<file path="config.mk">
export PLATFORM = sky130hd
export DESIGN_NAME = link_activity_detector
export DESIGN_NICKNAME = d
export VERILOG_FILES = /design/src/rtl/lad_pkg.sv /design/src/rtl/lad_sync.sv /design/src/rtl/lad_timebase.sv /design/src/rtl/lad_idle_timer.sv /design/src/rtl/lad_edge_acc.sv /design/src/rtl/link_activity_detector.sv
export SDC_FILE = /design/constraint.sdc
export NUM_CORES = 1
export LEC_CHECK = 0
export BUFFER_PORTS_ARGS = -buffer_cell sky130_fd_sc_hd__buf_2
export CAP_MARGIN = 20
export CORE_MARGIN = 2
export CORE_UTILIZATION = 61
export DETAILED_ROUTE_END_ITERATION = 16
export PLACE_DENSITY = 0.78
export SYNTH_ARGS = -nofsm -noshare
export SYNTH_HDL_FRONTEND = slang
export SYNTH_HIERARCHICAL = 1
export SYNTH_SLANG_ARGS = --single-unit
</file>
<file path="constraint.sdc">
create_clock -name clk -period 3.68 [get_ports clk]
set_input_delay 0.184 -clock clk [delete_from_list [all_inputs] [get_ports clk]]
set_output_delay 0.184 -clock clk [all_outputs]
set_load 0.05 [all_outputs]
</file>
<file path="src/rtl/lad_pkg.sv">
package lad_pkg;
  // Width of a counter that must hold values 0..max_val inclusive.
  function automatic int cnt_width(input int max_val);
    int w;
    w = 1;
    while ((1 << w) <= max_val) w++;
    return w;
  endfunction
endpackage

</file>
<file path="src/rtl/lad_sync.sv">
module lad_sync #(
  parameter int STAGES = 2
) (
  input  logic clk,
  input  logic rst_n,
  input  logic d,
  output logic q
);
  logic [STAGES-1:0] chain;

  always_ff @(posedge clk or negedge rst_n) begin
    if (!rst_n) chain <= '0;
    else        chain[0] <= d;
  end

  for (genvar i = 1; i < STAGES; i++) begin : g_stage
    always_ff @(posedge clk or negedge rst_n) begin
      if (!rst_n) chain[i] <= 1'b0;
      else        chain[i] <= chain[i-1];
    end
  end

  assign q = chain[STAGES-1];
endmodule

</file>
<file path="src/rtl/lad_timebase.sv">
module lad_timebase #(
  parameter int PRESCALE = 2000
) (
  input  logic clk,
  input  logic rst_n,
  output logic tick
);
  import lad_pkg::*;

  if (PRESCALE <= 1) begin : g_every
    assign tick = rst_n;
  end else begin : g_div
    localparam int PW = cnt_width(PRESCALE - 1);
    localparam logic [PW-1:0] LAST = PW'(PRESCALE - 1);
    logic [PW-1:0] div_q;

    always_ff @(posedge clk or negedge rst_n) begin
      if (!rst_n)            div_q <= '0;
      else if (div_q == LAST) div_q <= '0;
      else                   div_q <= div_q + 1'b1;
    end

    assign tick = (div_q == LAST);
  end
endmodule

</file>
<file path="src/rtl/lad_idle_timer.sv">
module lad_idle_timer #(
  parameter int TIMEOUT_TICKS = 2000
) (
  input  logic clk,
  input  logic rst_n,
  input  logic tick,
  input  logic act_edge,
  output logic expire
);
  import lad_pkg::*;

  localparam int TW = cnt_width(TIMEOUT_TICKS);
  localparam logic [TW-1:0] FULL = TW'(TIMEOUT_TICKS);
  localparam logic [TW-1:0] PRE  = TW'(TIMEOUT_TICKS - 1);

  logic [TW-1:0] idle_q;

  // Fires in the cycle of the tick that completes the idle window.
  assign expire = tick && !act_edge && (idle_q == PRE);

  always_ff @(posedge clk or negedge rst_n) begin
    if (!rst_n)                      idle_q <= FULL;
    else if (act_edge)               idle_q <= '0;
    else if (tick && idle_q != FULL) idle_q <= idle_q + 1'b1;
  end
endmodule

</file>
<file path="src/rtl/lad_edge_acc.sv">
module lad_edge_acc #(
  parameter int EDGE_COUNT = 16,
  parameter int EW = 5
) (
  input  logic          clk,
  input  logic          rst_n,
  input  logic          act_edge,
  input  logic          expire,
  output logic          alive,
  output logic [EW-1:0] count
);
  localparam logic [EW-1:0] TOP  = EW'(EDGE_COUNT);
  localparam logic [EW-1:0] LAST = EW'(EDGE_COUNT - 1);

  always_ff @(posedge clk or negedge rst_n) begin
    if (!rst_n) begin
      count <= '0;
      alive <= 1'b0;
    end else if (expire) begin
      count <= '0;
      alive <= 1'b0;
    end else if (act_edge) begin
      if (count != TOP) count <= count + 1'b1;
      if (count >= LAST) alive <= 1'b1;
    end
  end
endmodule

</file>
<file path="src/rtl/link_activity_detector.sv">
module link_activity_detector #(
  parameter int EDGE_COUNT    = 16,
  parameter int PRESCALE      = 2000,
  parameter int TIMEOUT_TICKS = 2000
) (
  input  logic clk,
  input  logic rst_n,
  input  logic de_in,
  output logic link_alive
);
  import lad_pkg::*;

  localparam int EW = cnt_width(EDGE_COUNT);

  logic de_sync;
  logic de_prev;
  logic de_rise;
  logic tick;
  logic timeout_hit;
  logic [EW-1:0] edge_cnt;

  lad_sync #(.STAGES(2)) u_sync (
    .clk(clk), .rst_n(rst_n), .d(de_in), .q(de_sync)
  );

  always_ff @(posedge clk or negedge rst_n) begin
    if (!rst_n) de_prev <= 1'b0;
    else        de_prev <= de_sync;
  end

  assign de_rise = de_sync && !de_prev;

  lad_timebase #(.PRESCALE(PRESCALE)) u_tb (
    .clk(clk), .rst_n(rst_n), .tick(tick)
  );

  lad_idle_timer #(.TIMEOUT_TICKS(TIMEOUT_TICKS)) u_idle (
    .clk(clk), .rst_n(rst_n), .tick(tick), .act_edge(de_rise),
    .expire(timeout_hit)
  );

  lad_edge_acc #(.EDGE_COUNT(EDGE_COUNT), .EW(EW)) u_acc (
    .clk(clk), .rst_n(rst_n), .act_edge(de_rise), .expire(timeout_hit),
    .alive(link_alive), .count(edge_cnt)
  );
endmodule

</file>
# Word level (Yosys, flattened, before mapping)
# Index checks and enable logic that the tools add are counted.
# op_classes
muxes	9
n_addsub	3
n_eq_ne	4
n_lt_le_gt_ge	1
reduce_logical	12
# ops
operator	count
11-bit two-way mux	3
11-bit by 1-bit adder with 11-bit output (second input constant)	2
11-bit equality test (second input constant)	2
5-bit two-way mux	3
11-bit != test (second input constant)	1
2-bit nonzero test	4
5-bit by 1-bit adder with 5-bit output (second input constant)	1
5-bit by 4-bit greater-or-equal comparator with 1-bit output (second input constant)	1
5-bit != test (second input constant)	1
1-bit logical AND	4
2-bit AND reduction	2
1-bit two-way mux	3
1-bit logical NOT	2
# word_totals
regBits	31
out_inout_bits	1
input_bits	3

# Longest topological paths before layout
# logic_depth
ltp_word	7
depth_mapped	9

# Cells and area by module
# Netlist, hierarchy kept.
# modules_own_cells
mod	cells_per_inst	seq_area_each_um2	area_per_inst_um2	instances
lad_idle_timer	68	282.8	674.4	1
lad_timebase	50	275.3	553.0	1
lad_edge_acc	35	150.1	340.3	1
lad_sync	2	50.0	50.0	1
link_activity_detector	2	25.0	38.8	1

# Worst setup path after synthesis
# OpenSTA, ideal clock, no wires.
# synth_timing
path_type	register to register
start	reg u_tb.g_div.div_q[0]
end	reg u_acc.count[0]
slack_ns	0.967
t_required_ns	3.555
t_arrival_ns	2.588
n_path_buf	1
path_stages_with_launch	10
path_cell_list	dfrtp_1 -> ha_1 -> nand3_2 -> nor4_4 -> buf_4 -> nand4_4 -> or3_1 -> nor3_1 -> nor2_1 -> mux2_4
# synth_via
elab_chain_cells	5
elab_cells_between_ends	7
classes_between	eq/ne (1); mux (1); reduce/logical (5)
# synth_rtl
item	line_no	text
start, declared	lad_timebase.sv:15	logic [PW-1:0] div_q;
start signal, assigned	lad_timebase.sv:20	else div_q <= div_q + 1'b1;
11-bit equality test *	lad_timebase.sv:23	assign tick = (div_q == LAST);
via tick	link_activity_detector.sv:18	logic tick;
1-bit logical AND * (2 in a row)	lad_idle_timer.sv:19	assign expire = tick && !act_edge && (idle_q == PRE);
via timeout_hit	link_activity_detector.sv:19	logic timeout_hit;
2-bit nonzero test (no line)	--	
2-bit AND reduction (no line)	--	
end signal, assigned	lad_edge_acc.sv:23	if (count != TOP) count <= count + 1'b1;
end, declared	lad_edge_acc.sv:10	output logic [EW-1:0] count
# The timed path passes the listed nets; every way through them passes the cells marked *.
# A chain may end at the register's enable or synchronous reset.

# Worst setup path after layout
# Same ends and word-level chain as after synthesis.

==> out/qor.log <==
qor: floorplanning.die_width 56.1 µm
qor: power_and_ir_drop.power.total 678 µW
qor: drt.initialDrtViolationCount 48
qor: drt.wirelength 3000 µm
qor: grt.global_route.usage.met2 31.1%
qor: setup_path.reg2reg_from u_tb/g_div.div_q[0]
qor: setup_path.timing_worst_setup_path_type register to register
qor: placement.preCtsSetupSlack 807 ps
qor: synth.postSynth.asyncResetShare 100%
qor: sta.finalHoldViolations 0
qor: setup_path.startpoint u_tb/g_div.div_q[0]
qor: layout.n_fill_cell 203
qor: synth.synth.top_cells.by_area sky130_fd_sc_hd__dfrtp_1 38%, sky130_fd_sc_hd__dfstp_2 9.5%, sky130_fd_sc_hd__ha_1 4.5%
qor: grt.vias_in_the_first_global_route 1201
qor: power_and_ir_drop.combPwrFrac 14.6%
qor: sta.grt_setup_unrepaired no
qor: synth.synth.lib_cells_used.distinct 43
qor: drt.drcViolationCount 0
qor: drt.detail_route.first_pass.iterations 4
qor: power_and_ir_drop.clock_power_share 26.7%
qor: hold_path.holdCritPathClass register to register
qor: grt.gr-total-overflow 0
qor: sta.setup_tns 0 ps
qor: synth.synth-edff-count 0
qor: synth.ys.flop_type sky130_fd_sc_hd__dfrtp_1
qor: drt.post_drt_wl_per_cell 15.2 µm
qor: layout.count_of_antenna_diodes_in_the_layout 0
qor: grt.grt-busiest-layer met1
qor: synth.ys_warn_count 6
qor: drt.viasPerCell 6.18
qor: cts.cts.path.max_buffers 2
qor: power_and_ir_drop.sw_share 28.8%
qor: power_and_ir_drop.power.density 383 mW/mm²
qor: sta.slew_headroom 48.3%
qor: layout.post_route_cells_drive_above_1_share 16.7%
qor: run_status.status complete, no violations
qor: grt.grt_start_max_net_pins 32
qor: cts.path_clk_slew 100 ps
qor: power_and_ir_drop.ir_worst_vdd 0.427 mV
qor: floorplanning.placementRows 18
qor: grt.grtUsageMet1 31.7%
qor: sta.slew_violations 0
qor: synth.yosys.area.top_type sky130_fd_sc_hd__dfrtp_1
qor: setup_path.critPathArrivalTime 3110 ps
qor: power_and_ir_drop.seq_power_share 58.8%
qor: setup_path.setup.worst_path.start_class register
qor: sta.max_freq 0.345 GHz
qor: layout.mostFrequentLayoutCells 25 x sky130_fd_sc_hd__dfrtp_1, 12 x sky130_fd_sc_hd__nand2_1, 11 x sky130_fd_sc_hd__nor2_1, 9 x sky130_fd_sc_hd__a21oi_1
qor: floorplanning.initial_utilization 65.7%
qor: layout.mostFrequentLayoutCell sky130_fd_sc_hd__dfrtp_1
qor: synth.seq_total_area_yosys 47.3%
qor: job.max_capacitance_violation_count 0
qor: cts.cts.repair.resized 0
qor: synth.synthesis.instances 157
qor: sta.timing.final.ws_setup 778 ps
qor: synth.synth.cell_area 0.00166 mm²
qor: placement.routabilityCongestion 0.754
qor: placement.buffer_ports.inserted 3
qor: floorplanning.total_die_area 0.00315 mm²
qor: grt.first_pass_grt_wire_length 5440 µm
qor: sta.fin_crit_sh 78.9%
qor: grt.gr-usage-met3 4.88%
qor: layout.area_growth_syn_to_layout 6.87%
qor: sta.transition_time_of_the_tightest_slew_check_pin 769 ps
qor: drt.drtAntennaViolNets 0
qor: placement.dp.final_hpwl 2090 µm
qor: placement.place_area 0.00170 mm²
qor: cts.clk-insertion-delay-late 310 ps
qor: layout.finish.instance_area 0.00177 mm²
qor: synth.synthesis.nets 166
qor: power_and_ir_drop.internal_power_of_the_cells 483 µW
qor: floorplanning.core_area 0.00252 mm²
qor: sta.fin_skew 5.24 ps
qor: setup_path.timing.critical_path.fanout_max 16
qor: setup_path.critical_path_required 3880 ps
qor: grt.track_usage 21.4%
qor: synth.yosys_register_bits 31
qor: synth.synth_top_area_share 37.8%
qor: hold_path.min_from u_sync/chain[0]
qor: sta.timing.final.setup_violations 0
qor: power_and_ir_drop.switching_power 195 µW
qor: drt.routed-via-count 1223
qor: cts.clockRootBuffer sky130_fd_sc_hd__clkbuf_4
qor: setup_path.setup.worst_path.end_class register
qor: cts.cts_tree built
qor: sta.holdWs 363 ps
qor: floorplanning.die_y 56.1 µm
qor: power_and_ir_drop.p_leak 0.748 nW
qor: floorplanning.io-pin-count 4
qor: cts.cts-buffers-inserted 5
qor: layout.finish.net_count 176
qor: sta.layout_min_cycle_time 2900 ps
qor: grt.grt_antenna_before_repair 0
qor: cts.htree_levels 2
qor: cts.cts_num_sinks 31
qor: synth.post_synth.cell_area_avg 10.6 µm²
-- per-stage QoR --
stage          cells  util [%]
6_report         198      70.2
5_1_grt          198      70.2
4_1_cts          198      70.2
3_5_place_dp     188      67.3
3_3_place_gp     188      67.3
2_1_floorplan    157         -
-- sequential cells by signal, summed over array words and instances, names as in the netlist --
signal,count
u_sync/chain,1
u_acc/count,5
u_tb/g_div.div_q,11
u_acc/alive,1
u_sync/q,1
de_prev,1
u_idle/idle_q,11
-- critical path, stage by stage (launching register included) --
cell and delay, ps:
sky130_fd_sc_hd__dfrtp_1 390, sky130_fd_sc_hd__ha_1 240, sky130_fd_sc_hd__nand3_2 160, sky130_fd_sc_hd__nor4_4 280
sky130_fd_sc_hd__buf_4 260, sky130_fd_sc_hd__nand4_4 160, sky130_fd_sc_hd__or3_1 340, sky130_fd_sc_hd__nor3_1 600
sky130_fd_sc_hd__nor2_1 80, sky130_fd_sc_hd__mux2_4 280
-- cell usage after synthesis, types with 2 or more instances --
cell type                   count
sky130_fd_sc_hd__a211oi_1       2
sky130_fd_sc_hd__a21oi_1        9
sky130_fd_sc_hd__buf_4          2
sky130_fd_sc_hd__dfrtp_1       25
sky130_fd_sc_hd__dfstp_2        6
sky130_fd_sc_hd__ha_1           6
sky130_fd_sc_hd__inv_1          8
sky130_fd_sc_hd__nand2_1       12
sky130_fd_sc_hd__nand2b_1       6
sky130_fd_sc_hd__nand3_1        2
sky130_fd_sc_hd__nand3_2        2
sky130_fd_sc_hd__nand4_1        8
sky130_fd_sc_hd__nand4_4        2
sky130_fd_sc_hd__nor2_1        11
sky130_fd_sc_hd__nor3_1         3
sky130_fd_sc_hd__o2111ai_1      4
sky130_fd_sc_hd__o21ai_0        6
sky130_fd_sc_hd__o31ai_1        5
sky130_fd_sc_hd__or3_1          6
sky130_fd_sc_hd__or4_1          4
sky130_fd_sc_hd__xor2_1         6
-- layer usage --
| metal | up-vias | routed length (µm) |
|---|---|---|
| met5 | - | 0 |
| met4 | 0 | 18 |
| met3 | 2 | 114 |
| met2 | 31 | 1330 |
| met1 | 587 | 1540 |
| li1 | 603 | - |
-- power by group through the flow --
stage / clock network [mW] / registers, mW / logic [mW]
after detailed placement: 0 / 0.403 / 0.0983
after floorplan: 0 / 0.398 / 0.0737
after global placement: 0 / 0.402 / 0.0899
after global routing: 0.200 / 0.405 / 0.118
after CTS: 0.187 / 0.398 / 0.100
final: 0.181 / 0.399 / 0.0988
-- cell type report --
class | count | area [µm²] | share of cell area, %
clock inverters | 3 | 15.0 | 0.848
well taps | 30 | 37.5 | 2.12
inverters | 8 | 30.0 | 1.70
flip-flops and latches | 31 | 783 | 44.2
repair buffers | 6 | 42.5 | 2.40
clock buffers | 5 | 37.5 | 2.12
multi-input cells | 115 | 825 | 46.6
-- logic make-up after synthesis --
family | after synthesis | share of synthesized area [%]
flops | 31 | 47.3
buf+inv | 11 | 2.95
mux | 2 | 1.51
fa+ha+maj | 6 | 4.53
xor+xnor | 7 | 3.70
simple gates | 66 | 25.9
compound gates | 34 | 14.1
-- what timing repair did --
item / CTS / global route
buffers inserted: 0 / 0
hold endpoints to repair: 26 / 0
hold buffers: 2 / 0
-- path summary, 6_finish.rpt --
kind | end | slack (ps) | depth (start not counted)
worst max-delay path | u_acc/count[0] | 780 | 9
worst min-delay path | u_sync/q | 360 | 0
worst max register to register | u_acc/count[0] | 780 | 9
worst min register to register | u_sync/q | 360 | 0
max in group asynchronous | u_sync/chain[0] | 2830 | 2
min in group asynchronous | u_tb/g_div.div_q[6] | 430 | 2
Power figures use the tool's default switching activity.
